**src/rtl/reloc_acc_pkg.sv**
```systemverilog
package reloc_acc_pkg;
    typedef enum logic [2:0] {
        ST_IDLE,
        ST_FETCH,
        ST_DECODE,
        ST_OPERAND,
        ST_FAULT
    } cpu_state_t;

    typedef enum logic [1:0] {
        CAUSE_NONE   = 2'b00,
        CAUSE_RANGE  = 2'b01,
        CAUSE_OPCODE = 2'b10
    } fault_cause_t;

    localparam int OP_ADD   = 1;
    localparam int OP_STORE = 2;
    localparam int OP_JUMP  = 3;
endpackage

```
**src/rtl/reloc_map_regs.sv**
```systemverilog
module reloc_map_regs #(
    parameter int ADDR_W = 16
) (
    input  logic              clk,
    input  logic              rst_n,
    input  logic              load,
    input  logic [ADDR_W-1:0] base_in,
    input  logic [ADDR_W-1:0] limit_in,
    output logic [ADDR_W-1:0] base_q,
    output logic [ADDR_W-1:0] limit_q
);
    always_ff @(posedge clk or negedge rst_n) begin
        if (!rst_n) begin
            base_q  <= '0;
            limit_q <= '0;
        end else if (load) begin
            base_q  <= base_in;
            limit_q <= limit_in;
        end
    end

    // mapping only changes through an accepted load
    p_map_hold_r2: assert property (@(posedge clk) disable iff (!rst_n)
        !load |=> ($stable(base_q) && $stable(limit_q)));
endmodule

```
**src/rtl/reloc_xlate.sv**
```systemverilog
module reloc_xlate #(
    parameter int VADDR_W = 12,
    parameter int PADDR_W = 16
) (
    input  logic [VADDR_W-1:0] vaddr,
    input  logic [PADDR_W-1:0] base,
    input  logic [PADDR_W-1:0] limit,
    output logic [PADDR_W-1:0] paddr,
    output logic               in_range
);
    logic [PADDR_W-1:0] vwide;

    always_comb begin
        vwide    = PADDR_W'(vaddr);
        in_range = (vwide < limit);
        paddr    = base + vwide;
    end
endmodule

```
**src/rtl/reloc_acc_cpu.sv**
```systemverilog
module reloc_acc_cpu
    import reloc_acc_pkg::*;
#(
    parameter int DATA_W  = 16,
    parameter int OP_W    = 4,
    parameter int PADDR_W = 16
) (
    input  logic                          clk,
    input  logic                          rst_n,
    input  logic                          start,
    input  logic                          map_we,
    input  logic [PADDR_W-1:0]            map_base,
    input  logic [PADDR_W-1:0]            map_limit,
    output logic [PADDR_W-1:0]            mem_addr,
    output logic                          mem_rd,
    output logic                          mem_we,
    output logic [DATA_W-1:0]             mem_wdata,
    input  logic [DATA_W-1:0]             mem_rdata,
    output logic                          halted,
    output logic                          fault,
    output logic [1:0]                    fault_cause,
    output logic [DATA_W-OP_W-1:0]        pc_out,
    output logic [DATA_W-1:0]             acc_out
);
    localparam int VADDR_W = DATA_W - OP_W;

    cpu_state_t         state_q, state_d;
    fault_cause_t       cause_q, cause_d;
    logic [VADDR_W-1:0] pc_q;
    logic [DATA_W-1:0]  acc_q;
    logic [OP_W-1:0]    op;
    logic [VADDR_W-1:0] adr;
    logic [VADDR_W-1:0] vaddr;
    logic [PADDR_W-1:0] base_q, limit_q, paddr;
    logic               in_range;
    logic               map_load;

    assign op       = mem_rdata[DATA_W-1 -: OP_W];
    assign adr      = mem_rdata[VADDR_W-1:0];
    assign vaddr    = (state_q == ST_FETCH) ? pc_q : adr;
    assign map_load = map_we && (state_q == ST_IDLE);

    reloc_map_regs #(.ADDR_W(PADDR_W)) u_map (
        .clk      (clk),
        .rst_n    (rst_n),
        .load     (map_load),
        .base_in  (map_base),
        .limit_in (map_limit),
        .base_q   (base_q),
        .limit_q  (limit_q)
    );

    reloc_xlate #(.VADDR_W(VADDR_W), .PADDR_W(PADDR_W)) u_xlate (
        .vaddr    (vaddr),
        .base     (base_q),
        .limit    (limit_q),
        .paddr    (paddr),
        .in_range (in_range)
    );

    // state register and architectural registers
    always_ff @(posedge clk or negedge rst_n) begin
        if (!rst_n) begin
            state_q <= ST_IDLE;
            cause_q <= CAUSE_NONE;
            pc_q    <= '0;
            acc_q   <= '0;
        end else begin
            state_q <= state_d;
            cause_q <= cause_d;
            if (state_q == ST_DECODE) begin
                if (int'(op) == OP_JUMP) pc_q <= adr;
                else                     pc_q <= pc_q + VADDR_W'(1);
            end
            if (state_q == ST_OPERAND) acc_q <= acc_q + mem_rdata;
        end
    end

    // next state and outputs
    always_comb begin
        state_d   = state_q;
        cause_d   = cause_q;
        mem_addr  = '0;
        mem_rd    = 1'b0;
        mem_we    = 1'b0;
        mem_wdata = '0;
        unique case (state_q)
            ST_IDLE: begin
                if (start) state_d = ST_FETCH;
            end
            ST_FETCH: begin
                if (in_range) begin
                    mem_rd   = 1'b1;
                    mem_addr = paddr;
                    state_d  = ST_DECODE;
                end else begin
                    state_d = ST_FAULT;
                    cause_d = CAUSE_RANGE;
                end
            end
            ST_DECODE: begin
                if (int'(op) == OP_JUMP) begin
                    state_d = ST_FETCH;
                end else if (int'(op) == OP_ADD || int'(op) == OP_STORE) begin
                    if (!in_range) begin
                        state_d = ST_FAULT;
                        cause_d = CAUSE_RANGE;
                    end else if (int'(op) == OP_ADD) begin
                        mem_rd   = 1'b1;
                        mem_addr = paddr;
                        state_d  = ST_OPERAND;
                    end else begin
                        mem_we    = 1'b1;
                        mem_addr  = paddr;
                        mem_wdata = acc_q;
                        state_d   = ST_FETCH;
                    end
                end else begin
                    state_d = ST_FAULT;
                    cause_d = CAUSE_OPCODE;
                end
            end
            ST_OPERAND: begin
                state_d = ST_FETCH;
            end
            ST_FAULT: begin
                state_d = ST_FAULT;
            end
            default: begin
                state_d = ST_FAULT;
                cause_d = CAUSE_OPCODE;
            end
        endcase
    end

    assign halted      = (state_q == ST_IDLE) || (state_q == ST_FAULT);
    assign fault       = (state_q == ST_FAULT);
    assign fault_cause = cause_q;
    assign pc_out      = pc_q;
    assign acc_out     = acc_q;

    // faults are sticky and silent
    p_fault_sticky_r9: assert property (@(posedge clk) disable iff (!rst_n)
        fault |=> fault);
    p_fault_quiet_r9: assert property (@(posedge clk) disable iff (!rst_n)
        fault |-> (!mem_rd && !mem_we));
    // a fetch without a read request must end in a range fault
    p_fetch_range_r7: assert property (@(posedge clk) disable iff (!rst_n)
        (state_q == ST_FETCH && !mem_rd) |=> (fault && fault_cause == 2'b01));
    // non-branch decode steps the program counter by one
    p_pc_step_r3: assert property (@(posedge clk) disable iff (!rst_n)
        (state_q == ST_DECODE && int'(op) != OP_JUMP) |=> (pc_q == $past(pc_q) + VADDR_W'(1)));
    // a branch keeps the virtual target
    p_branch_r6: assert property (@(posedge clk) disable iff (!rst_n)
        (state_q == ST_DECODE && int'(op) == OP_JUMP) |=> (pc_q == $past(adr)));
    // at most one kind of access per cycle
    p_one_access_r5: assert property (@(posedge clk) disable iff (!rst_n)
        !(mem_rd && mem_we));
    // accumulator changes only after an operand read
    p_acc_src_r4: assert property (@(posedge clk) disable iff (!rst_n)
        (state_q != ST_OPERAND) |=> $stable(acc_q));
endmodule

```
**config.mk**
```make
export PLATFORM = sky130hd
export DESIGN_NAME = reloc_acc_cpu
export DESIGN_NICKNAME = d
export VERILOG_FILES = /design/src/rtl/reloc_acc_pkg.sv /design/src/rtl/reloc_map_regs.sv /design/src/rtl/reloc_xlate.sv /design/src/rtl/reloc_acc_cpu.sv
export SDC_FILE = /design/constraint.sdc
export NUM_CORES = 1
export LEC_CHECK = 0
export BUFFER_PORTS_ARGS = -buffer_cell sky130_fd_sc_hd__buf_2
export CORE_ASPECT_RATIO = 0.75
export CORE_MARGIN = 4
export CORE_UTILIZATION = 54
export CTS_CLUSTER_SIZE = 16
export DETAILED_ROUTE_END_ITERATION = 10
export HOLD_SLACK_MARGIN = 0.1
export PLACE_DENSITY = 0.82
export SETUP_SLACK_MARGIN = 0.15
export SYNTH_ARGS = -nofsm -noshare
export SYNTH_HDL_FRONTEND = slang
export SYNTH_SLANG_ARGS = --single-unit
```
**constraint.sdc**
```tcl
create_clock -name clk -period 5 [get_ports clk]
set_clock_uncertainty 0.15 [all_clocks]
set_input_delay 0.75 -clock clk [delete_from_list [all_inputs] [get_ports clk]]
set_output_delay 0.75 -clock clk [all_outputs]
set_load 0.05 [all_outputs]
```
# Word-level counts from Yosys, hierarchy flattened
# Index checks and enable logic that the tools add are counted.
# word_totals
register_bits,65
out_inout_bits,66
wordCells,59
# classes
n_addsub,3
order_cmp,1
n_eq_ne,9
mux,33
bitwise_logic,1
n_reduce_logical,6
# ops
cell,n
two-way mux 16 bit,8
one-hot mux 16 bit (2 select lines),1
two-way mux 12 bit,2
adder 16 x 12 -> 16 bit,1
adder 16 bit,1
< comparator 12 x 16 -> 1 bit,1
two-way mux 3 bit,5
adder 12 x 1 -> 12 bit (second input constant),1
one-hot mux 3 bit (4 select lines),1
two-way mux 1 bit,10
equality test 4 x 3 -> 1 bit (second input constant),2
two-way mux 2 bit,4
equality test 3 x 2 -> 1 bit (second input constant),2
one-hot mux 2 bit (3 select lines),1
equality test 4 x 2 -> 1 bit (second input constant),1
inequality test 2 bit (second input constant),2
equality test 3 x 1 -> 1 bit (second input constant),1
equality test 3 bit (second input constant),1
logical NOT 3 bit,1
OR reduction 3 bit,1
logical OR 1 bit,2
one-hot mux 1 bit (2 select lines),1
AND reduction 2 bit,1
logical AND 1 bit,1
inverter 1 bit,1

# Depth between registers and ports, before layout
# Gate-level depths: netlist of run 1.
# depth
ltp_word,7
ltp_mapped,13
ltp_nobuf,11

# Cells and area by module
# Synthesis of run 1 repeated with hierarchy kept, for this count alone.
# hier_totals
cells_unflattened,521
hier_area_um2,4979.8
# modules_own_cells
module,n_inst,cells_each,area_per_inst_um2,seq_area_each_um2
reloc_acc_cpu,1,331,2741.4,825.8
reloc_map_regs,1,68,1345.0,800.8
reloc_xlate,1,122,893.4,0.0

# Least setup slack after synthesis of run 1
# Ideal clock, no wire load.
# synth_path
path_type,register -> output
start,register state_q[2]
end,output port mem_addr[12]
t_arrival_ns,4.767
t_required_ns,4.100
setup_slack_ns,-0.667
stages_incl_launch_ff,13
n_path_buf,2
cell_sequence,dfrtp_1 -> buf_2 -> nor3b_4 -> clkbuf_1 -> o21ai_1 -> ha_1 -> fa_1 -> a21o_1 -> a21o_1 -> a2111o_1 -> a221o_1 -> and4_1 -> nor4_1
# synth_via
elab_chain_cells,7
# synth_lines
item,line_no,rtl
from (decl),reloc_acc_cpu.sv:27,"cpu_state_t state_q, state_d;"
from (signal assigned),reloc_acc_cpu.sv:69,state_q <= state_d;
equality test 3 x 1 -> 1 bit,"reloc_acc_cpu.sv:40, reloc_acc_cpu.sv:87",
two-way mux 12 bit,reloc_acc_cpu.sv:40,assign vaddr = (state_q == ST_FETCH) ? pc_q : adr;
adder 16 x 12 -> 16 bit / < comparator 12 x 16 -> 1 bit (equally long branches),"reloc_xlate.sv:16, reloc_xlate.sv:15",
two-way mux 16 bit,reloc_acc_cpu.sv:105,if (!in_range) begin
two-way mux 16 bit,reloc_acc_cpu.sv:104,end else if (int'(op) == OP_ADD || int'(op) == OP_STORE) begin
two-way mux 16 bit,reloc_acc_cpu.sv:102,if (int'(op) == OP_JUMP) begin
one-hot mux 16 bit (2 select lines) (*),reloc_acc_cpu.sv:87,unique case (state_q)
to (decl),reloc_acc_cpu.sv:14,"output logic [PADDR_W-1:0] mem_addr,"
# Every way passes the cells marked *; elsewhere a longest branch is shown, timed or not.

# Worst setup path in the final report of run 1
# layout_path
start,register state_q[1]
end,output port mem_addr[12]
# Same word-level chain as after synthesis.

==> qor.yml, run 1 <==
critical_path:
  cp.required_ns: 4.10
  critPathCaptureType: "output pin"
  worstPathArrival_ns: 3.85
  critPathKind: "flip-flop to output pin"
  cp-start-kind: "flip-flop"
  cp_max_fo: 6
run:
  maxCapViolCount: 0
min_path:
  worstHoldPathType: "primary input to asynchronous set/reset pin"
floorplanning:
  die_h_um: 88.14
  die_area_mm2: 0.01012
  fp-row-count: 28
  die_x_um: 114.9
  num_io_pins: 118
  start_util: 0.5714
  core_area_mm2: 0.008093
synth:
  syn_area_mm2: 0.004624
  async_reset_ff_frac: 1.000
  ys_top_cells_by_area: "dfrtp_1, ha_1, mux2_1"
  netlist_instances: 520
  synth_top_area_share: 0.3517
  synth_top_family_by_area: "compound AO/OA/AOI/OAI gates"
  synth_xor_area_frac: 0.04735
  synthFlopType: "dfrtp_1"
  syn-num-nets: 616
  synth_compound_area_frac: 0.1880
  synth_adder_area_share: 0.1223
  ys_seq_area_frac: 0.3517
  synthMuxAreaShare: 0.07792
  avgSynthCellArea_um2: 8.893
  yosysWarnings: 0
  synth-edff-count: 0
  yosysTopAreaCell: "dfrtp_1"
  synthDistinctLibCells: 54
  ys_seq_elements: 65
  synth-simple-area-share: 0.1775
clock_network:
  clk_latency_ns: 0.33
  clockRootBuffer: "clkbuf_16"
  cts_tree: "done"
  cts_sinks: 65
  cts.reportedPaths.clkPinSlew_ns: 0.05
  hold_buffers: 0
  cts_buffers: 9
  htree_levels: 3
  cts_max_path_buffers: 2
grt:
  overflow: 0
  grt_max_degree: 44
  grt_usage: 0.2466
  grt_antenna_before_repair: 0
  grt_pass1_wl_mm: 19.92
  grt_pass1_vias: 4239
sta:
  fin_tns_setup_ns: 0
  relSlewSlack: 0.4793
  period_minus_slack_ns: 4.746
  maxSlewViolCount: 0
  fin_crit_sh: 0.9493
  fmax_ghz: 0.2107
  setup_viol: 0
  rsz0062_at_grt: "true"
  tightestPinTransition_ns: 0.7810
  finalHoldViolations: 0
routing:
  vias: 4362
  drt_wl_total_mm: 12.22
  post_drt_wl_per_cell_um: 16.24
  drc: 0
  viasPerCell: 5.801
  drtIter0Drc: 312
  antenna_left: 0
  first_pass_iters: 5
power_and_ir_drop:
  p_per_area_mw_per_mm2: 397.2
  power_leakage_nw: 2.746
  finalPower_mw: 2.260
  vdd_drop_max_mv: 0.2762
cells_and_area:
  final_cell_mix: "buf_2, dfrtp_1, nand2_1"
  design_area_mm2: 0.005689
  nNetsFinal: 741
  syn2layout_area_growth_pct: 23.02
  final_common_cell: "buf_2"
  drive_gt1_frac: 0.2457
  diodes: 0
place:
  port_buffers: 117
  post_dp_cell_area_mm2: 0.005368
  gp_congestion: 0.8650
  place_hpwl_mm: 9.270
status:
  status: "finished, final reports clean"
## critical path, stage by stage, from the launching register on
cell,delay (ns)
dfrtp_2,0.46
nor3b_4,0.21
buf_4,0.18
o21ai_1,0.07
ha_1,0.23
fa_1,0.41
a21o_1,0.20
a21o_1,0.21
a2111o_1,0.43
a221o_1,0.38
and4_1,0.26
nor4_4,0.25
buf_4,0.24
## cells by family (layout without fill, tap and decap cells)
family                   after synthesis  count (layout)
adder cells (fa/ha/maj)               44              44
flip-flops                            65              65
multiplexers                          32              32
AND/OR/NAND/NOR                      169             169
buffers and inverters                 41             168
XOR/XNOR                              25              25
AO/OA/AOI/OAI                        144             144
## stage by stage
stage                     setup slack, ns  hold WS, ns    util  instances
final                              0.2537       0.3371  0.7030        752
after global placement             0.4607       0.3197  0.6633        734
after floorplan                    0.1756       0.2995       -        520
after detailed placement           0.3469       0.3316  0.6633        734
after CTS                          0.1709       0.3378  0.6988        749
after global routing               0.1013       0.3530  0.7030        752
## registers in the layout (all words and copies together) (netlist names)
signal,flops
acc_out,16
fault_cause,2
pc_out,12
state_q,3
u_map.base_q,16
u_map.limit_q,16
## area by class of cell
class | instances | area (µm²)
repair buffers | 131 | 711.9
flip-flops and latches | 65 | 1629
clock inverters | 1 | 5.005
well taps | 105 | 131.4
clock buffers | 12 | 246.5
fillers | 653 | 2404
multi-input cells | 414 | 2875
inverters | 24 | 90.09
## power breakdown
group	switching (mW)	leakage, nW	internal, mW	total, mW
Clock	0.215	0.124	0.339	0.554
Sequential	0.0971	0.735	0.672	0.769
Combinational	0.542	1.89	0.394	0.936
Total	0.855	2.75	1.40	2.26
## worst paths after layout
path | start | endpoint | slack, ns | depth (start not counted)
setup reg to reg | state_q[1]$_DFFE_PN0P_ | state_q[2]$_DFFE_PN0P_ | 1.48 | 11
max in group asynchronous | rst_n | state_q[1]$_DFFE_PN0P_ | 3.39 | 2
hold / removal | rst_n | u_map.base_q[2]$_DFFE_PN0P_ | 0.34 | 1
min in group clk | acc_out[15]$_DFFE_PN0P_ | acc_out[15]$_DFFE_PN0P_ | 0.34 | 1
hold reg to reg | acc_out[15]$_DFFE_PN0P_ | acc_out[15]$_DFFE_PN0P_ | 0.34 | 1
setup / recovery | state_q[1]$_DFFE_PN0P_ | mem_addr[12] | 0.25 | 12
## cell usage after synthesis (5+ instances only)
master    instances
dfrtp_1          65
nand2_1          60
nor2_1           47
ha_1             42
a21oi_1          38
o21ai_1          33
mux2_1           28
inv_1            23
o21ai_0          20
and2_1           19
clkbuf_1         14
xor2_1           14
xnor2_1          11
a21o_1            9
nand3_1           8
nor3_1            7
a31oi_1           6
o21a_1            5
o22ai_1           5
## per-layer routing
metal / track usage / routed length, µm / up-vias
met5: 0 / 0 / -
met4: 0.07996 / 234 / 0
met3: 0.05732 / 733 / 22
met2: 0.4112 / 5865 / 160
met1: 0.3195 / 5381 / 2072
li1: - / - / 2108
## what timing repair did
item	CTS	global route
resized for setup	3	6
setup buffers	2	3
endpoints found under the setup margin	19	18
gates cloned	0	0
pin swaps	2	1
(Power assumes the default switching activity.)
==> run 2: changes to the inputs <==
--- a/config.mk
+++ b/config.mk
@@ -5,6 +5,7 @@
 export SDC_FILE = /design/constraint.sdc
 export NUM_CORES = 1
 export LEC_CHECK = 0
+export ABC_AREA = 1
 export BUFFER_PORTS_ARGS = -buffer_cell sky130_fd_sc_hd__buf_2
 export CORE_ASPECT_RATIO = 0.75
 export CORE_MARGIN = 4
==> run 2 against run 1 <==
Synthesized cell count increased by 18%; non-clock buffer count decreased by 12; register-to-register slack improved by 0.84 ns; final area increased by 0.88%; critical path depth increased by 3; area after synthesis increased by 2.6%; die area increased by 2.4%.
==> qor.yml, run 2 <==
status:
  status: "finished, final reports clean"
sta:
  period_minus_slack_ns: 4.179  # -0.5675 ns
  maxSlewViolCount: 0  # unchanged
  hold_slack_ns: 0.3510  # +0.01391 ns
  tightestPinTransition_ns: 0.8538  # +0.07281 ns
  fin_tns_setup_ns: 0  # unchanged
  setup_viol: 0  # unchanged
  fmax_ghz: 0.2393  # +14%
  finalHoldViolations: 0  # unchanged
  fin_crit_sh: 0.8358  # -0.1135
  rsz0062_at_grt: "false"
  relSlewSlack: 0.4308  # -0.04854
critical_path:
  worstPathArrival_ns: 3.28  # -0.57 ns
  critPathCaptureType: "output pin"
  cp.depth: 15  # +3
  critical-path-slowest-cell: "o21ai_0"
  cpLargestDelayFamily: "simple AND/OR/NAND/NOR gates"
  critPathKind: "flip-flop to output pin"
  path_cells: "inv_2, nand3_4, o21ai_0, ha_1, nand3_1, nand3_1, nand3_1, nand3b_1, nand2_1, nand2_1, nand2_1, o21ai_0, xnor2_1, nor2_1, buf_2"
  path_buf_inv: 2  # unchanged
  worstReg2RegEnd: "fault_cause[0]$_DFFE_PN0P_"
  cp_max_fo: 23  # +17
  worstSetupStartpoint: "state_q[2]$_DFFE_PN0P_"
  r2r_cells: 10  # -1
  cp-start-kind: "flip-flop"
  cp.required_ns: 4.10  # about the same
  cpPeakStageDelay_ns: 0.50  # +0.04 ns
  reg2reg_slack_ns: 2.32  # +0.84 ns
  worstReg2RegStart: "state_q[2]$_DFFE_PN0P_"
  endpoint: "mem_addr[11]"
floorplanning:
  die_area_mm2: 0.01037  # +2.4%
  die_x_um: 116.2  # +1.2%
  core_area_mm2: 0.008491  # +4.9%
  start_util: 0.5588  # -0.01263
  fp-row-count: 29  # +3.6%
  die_h_um: 89.18  # +1.2%
  num_io_pins: 118  # unchanged
routing:
  vias: 4652  # +6.6%
  post_drt_wl_per_cell_um: 14.83  # -8.7%
  drtIter0Drc: 369  # +18%
  viasPerCell: 5.492  # -5.3%
  first_pass_iters: 5  # unchanged
  drt_wl_total_mm: 12.56  # +2.8%
  antenna_left: 0  # unchanged
  drc: 0  # unchanged
synth:
  avgSynthCellArea_um2: 7.702  # -13%
  synthFlopType: "dfrtp_1"
  synth.most_common_cell: "nand2_1"
  synthDistinctLibCells: 39  # -28%
  syn-num-nets: 712  # +16%
  syn_area_mm2: 0.004745  # +2.6%
  ys_seq_area_frac: 0.3428  # -0.008905
  async_reset_ff_frac: 1.000  # unchanged
  netlist_instances: 616  # +18%
  synthTopCellsByCount: "nand2_1, inv_1, nor2_1, dfrtp_1, ha_1"
  ys_top_cells_by_area: "dfrtp_1, ha_1, nand2_1"
  yosysWarnings: 0  # unchanged
  synth_xor_area_frac: 0.03877  # -0.008583
  synthMuxAreaShare: 0.04984  # -0.02808
  synth-edff-count: 0  # unchanged
  synth_top_family_by_area: "simple AND/OR/NAND/NOR gates"
  synth_compound_area_frac: 0.1295  # -0.05856
  yosysTopAreaCell: "dfrtp_1"
  synth_top_area_share: 0.3428  # -0.008905
  synth-simple-area-share: 0.2431  # +0.06565
  synth_adder_area_share: 0.1192  # -0.003096
  ys_seq_elements: 65  # unchanged
place:
  port_buffers: 117  # unchanged
  gp_congestion: 0.9899  # +14%
  place_hpwl_mm: 9.757  # +5.2%
  post_dp_cell_area_mm2: 0.005428  # +1.1%
grt:
  grt_antenna_before_repair: 0  # unchanged
  grt_pass1_vias: 4368  # +3.0%
  overflow: 0  # unchanged
  grt_max_degree: 66  # +50%
  grt_usage: 0.2581  # +0.01151
  grt_pass1_wl_mm: 21.06  # +5.7%
cells_and_area:
  final_cell_mix: "nand2_1, buf_2, inv_1"
  syn2layout_area_growth_pct: 20.97
  nNetsFinal: 831  # +12%
  final_common_cell: "nand2_1"
  design_area_mm2: 0.005739  # +0.88%
  drive_gt1_frac: 0.2382  # -0.007590
  diodes: 0  # unchanged
  fin_util: 0.6760  # -0.02705
clock_network:
  htree_levels: 3  # unchanged
  cts.reportedPaths.clkPinSlew_ns: 0.06  # about the same
  clockRootBuffer: "clkbuf_16"
  cts_max_path_buffers: 2  # unchanged
  cts_tree: "done"
  cts_resized: 0  # -3
  clk_latency_ns: 0.33  # about the same
  hold_buffers: 0  # unchanged
  cts_setup_buffers: 0  # -2
  cts_sinks: 65  # unchanged
  cts_buffers: 9  # unchanged
min_path:
  worstHoldPathType: "flip-flop to flip-flop"
run:
  maxCapViolCount: 0  # unchanged
run 2: cell count changes in the layout (fill, tap and decap cells not counted), sizes merged, moves of 5 or more:
cell    previous run  this run
nand2             60       129
inv               24        83
nor2              47        77
nand3              8        35
and2              19         0
buf              131       119
o21ai             53        41
mux2              32        21
o221ai             0         7
a21o               9         4
o21a               5         0
run 2: cell type report:
cell class              count  area (µm²)
flip-flops and latches     65        1627
fillers                   716        2751
clock buffers              12       246.5
clock inverters             3       65.06
inverters                  83       311.5
multi-input cells         457        2754
well taps                 108       135.1
repair buffers            119       600.6
run 2: how the worst min path moves through the flow:
stage / slack, ns / endpoint / from / cells past startpoint
3_5_place_dp: 0.34 / fault_cause[1]$_DFFE_PN0P_ / fault_cause[1]$_DFFE_PN0P_ / 2
5_1_grt: 0.37 / u_map.limit_q[13]$_DFFE_PN0P_ / u_map.limit_q[13]$_DFFE_PN0P_ / 1
3_3_place_gp: 0.30 / fault_cause[1]$_DFFE_PN0P_ / fault_cause[1]$_DFFE_PN0P_ / 2
6_report: 0.35 / fault_cause[1]$_DFFE_PN0P_ / fault_cause[1]$_DFFE_PN0P_ / 2
2_1_floorplan: 0.30 / acc_out[0]$_DFFE_PN0P_ / rst_n / 0
4_1_cts: 0.36 / fault_cause[1]$_DFFE_PN0P_ / fault_cause[1]$_DFFE_PN0P_ / 2
run 2: worst min-delay path: cells and delay by family (launching register included):
family	cells	cell delay (ns)
DFF	1	0.36
and+or+nand+nor	2	0.11
run 2: logic make-up after synthesis:
kind of cell    Yosys count
compound gates          107
xor+xnor                 21
fa+ha+maj                44
buf+inv                  94
flops                    65
mux                      21
simple gates            264
run 2: layer usage:
layer	routed length [µm]	part of all wire	GRT usage	vias up
li1	-	-	-	2268
met2	5657	0.45	0.4055	193
met3	1039	0.083	0.05548	19
met4	167	0.013	0.07060	0
met5	0	0	0	-
met1	5694	0.45	0.3636	2172
run 2: metrics by stage:
stage,setup WS (ns),cells
6_report,0.8212,847
5_1_grt,0.4267,847
4_1_cts,0.7942,847
3_5_place_dp,1.182,832
3_3_place_gp,1.280,832
2_1_floorplan,0.9381,616
Power of run 2 is not shown: default switching activity piles up to over one toggle a cycle in this logic, so the estimate is an artifact.
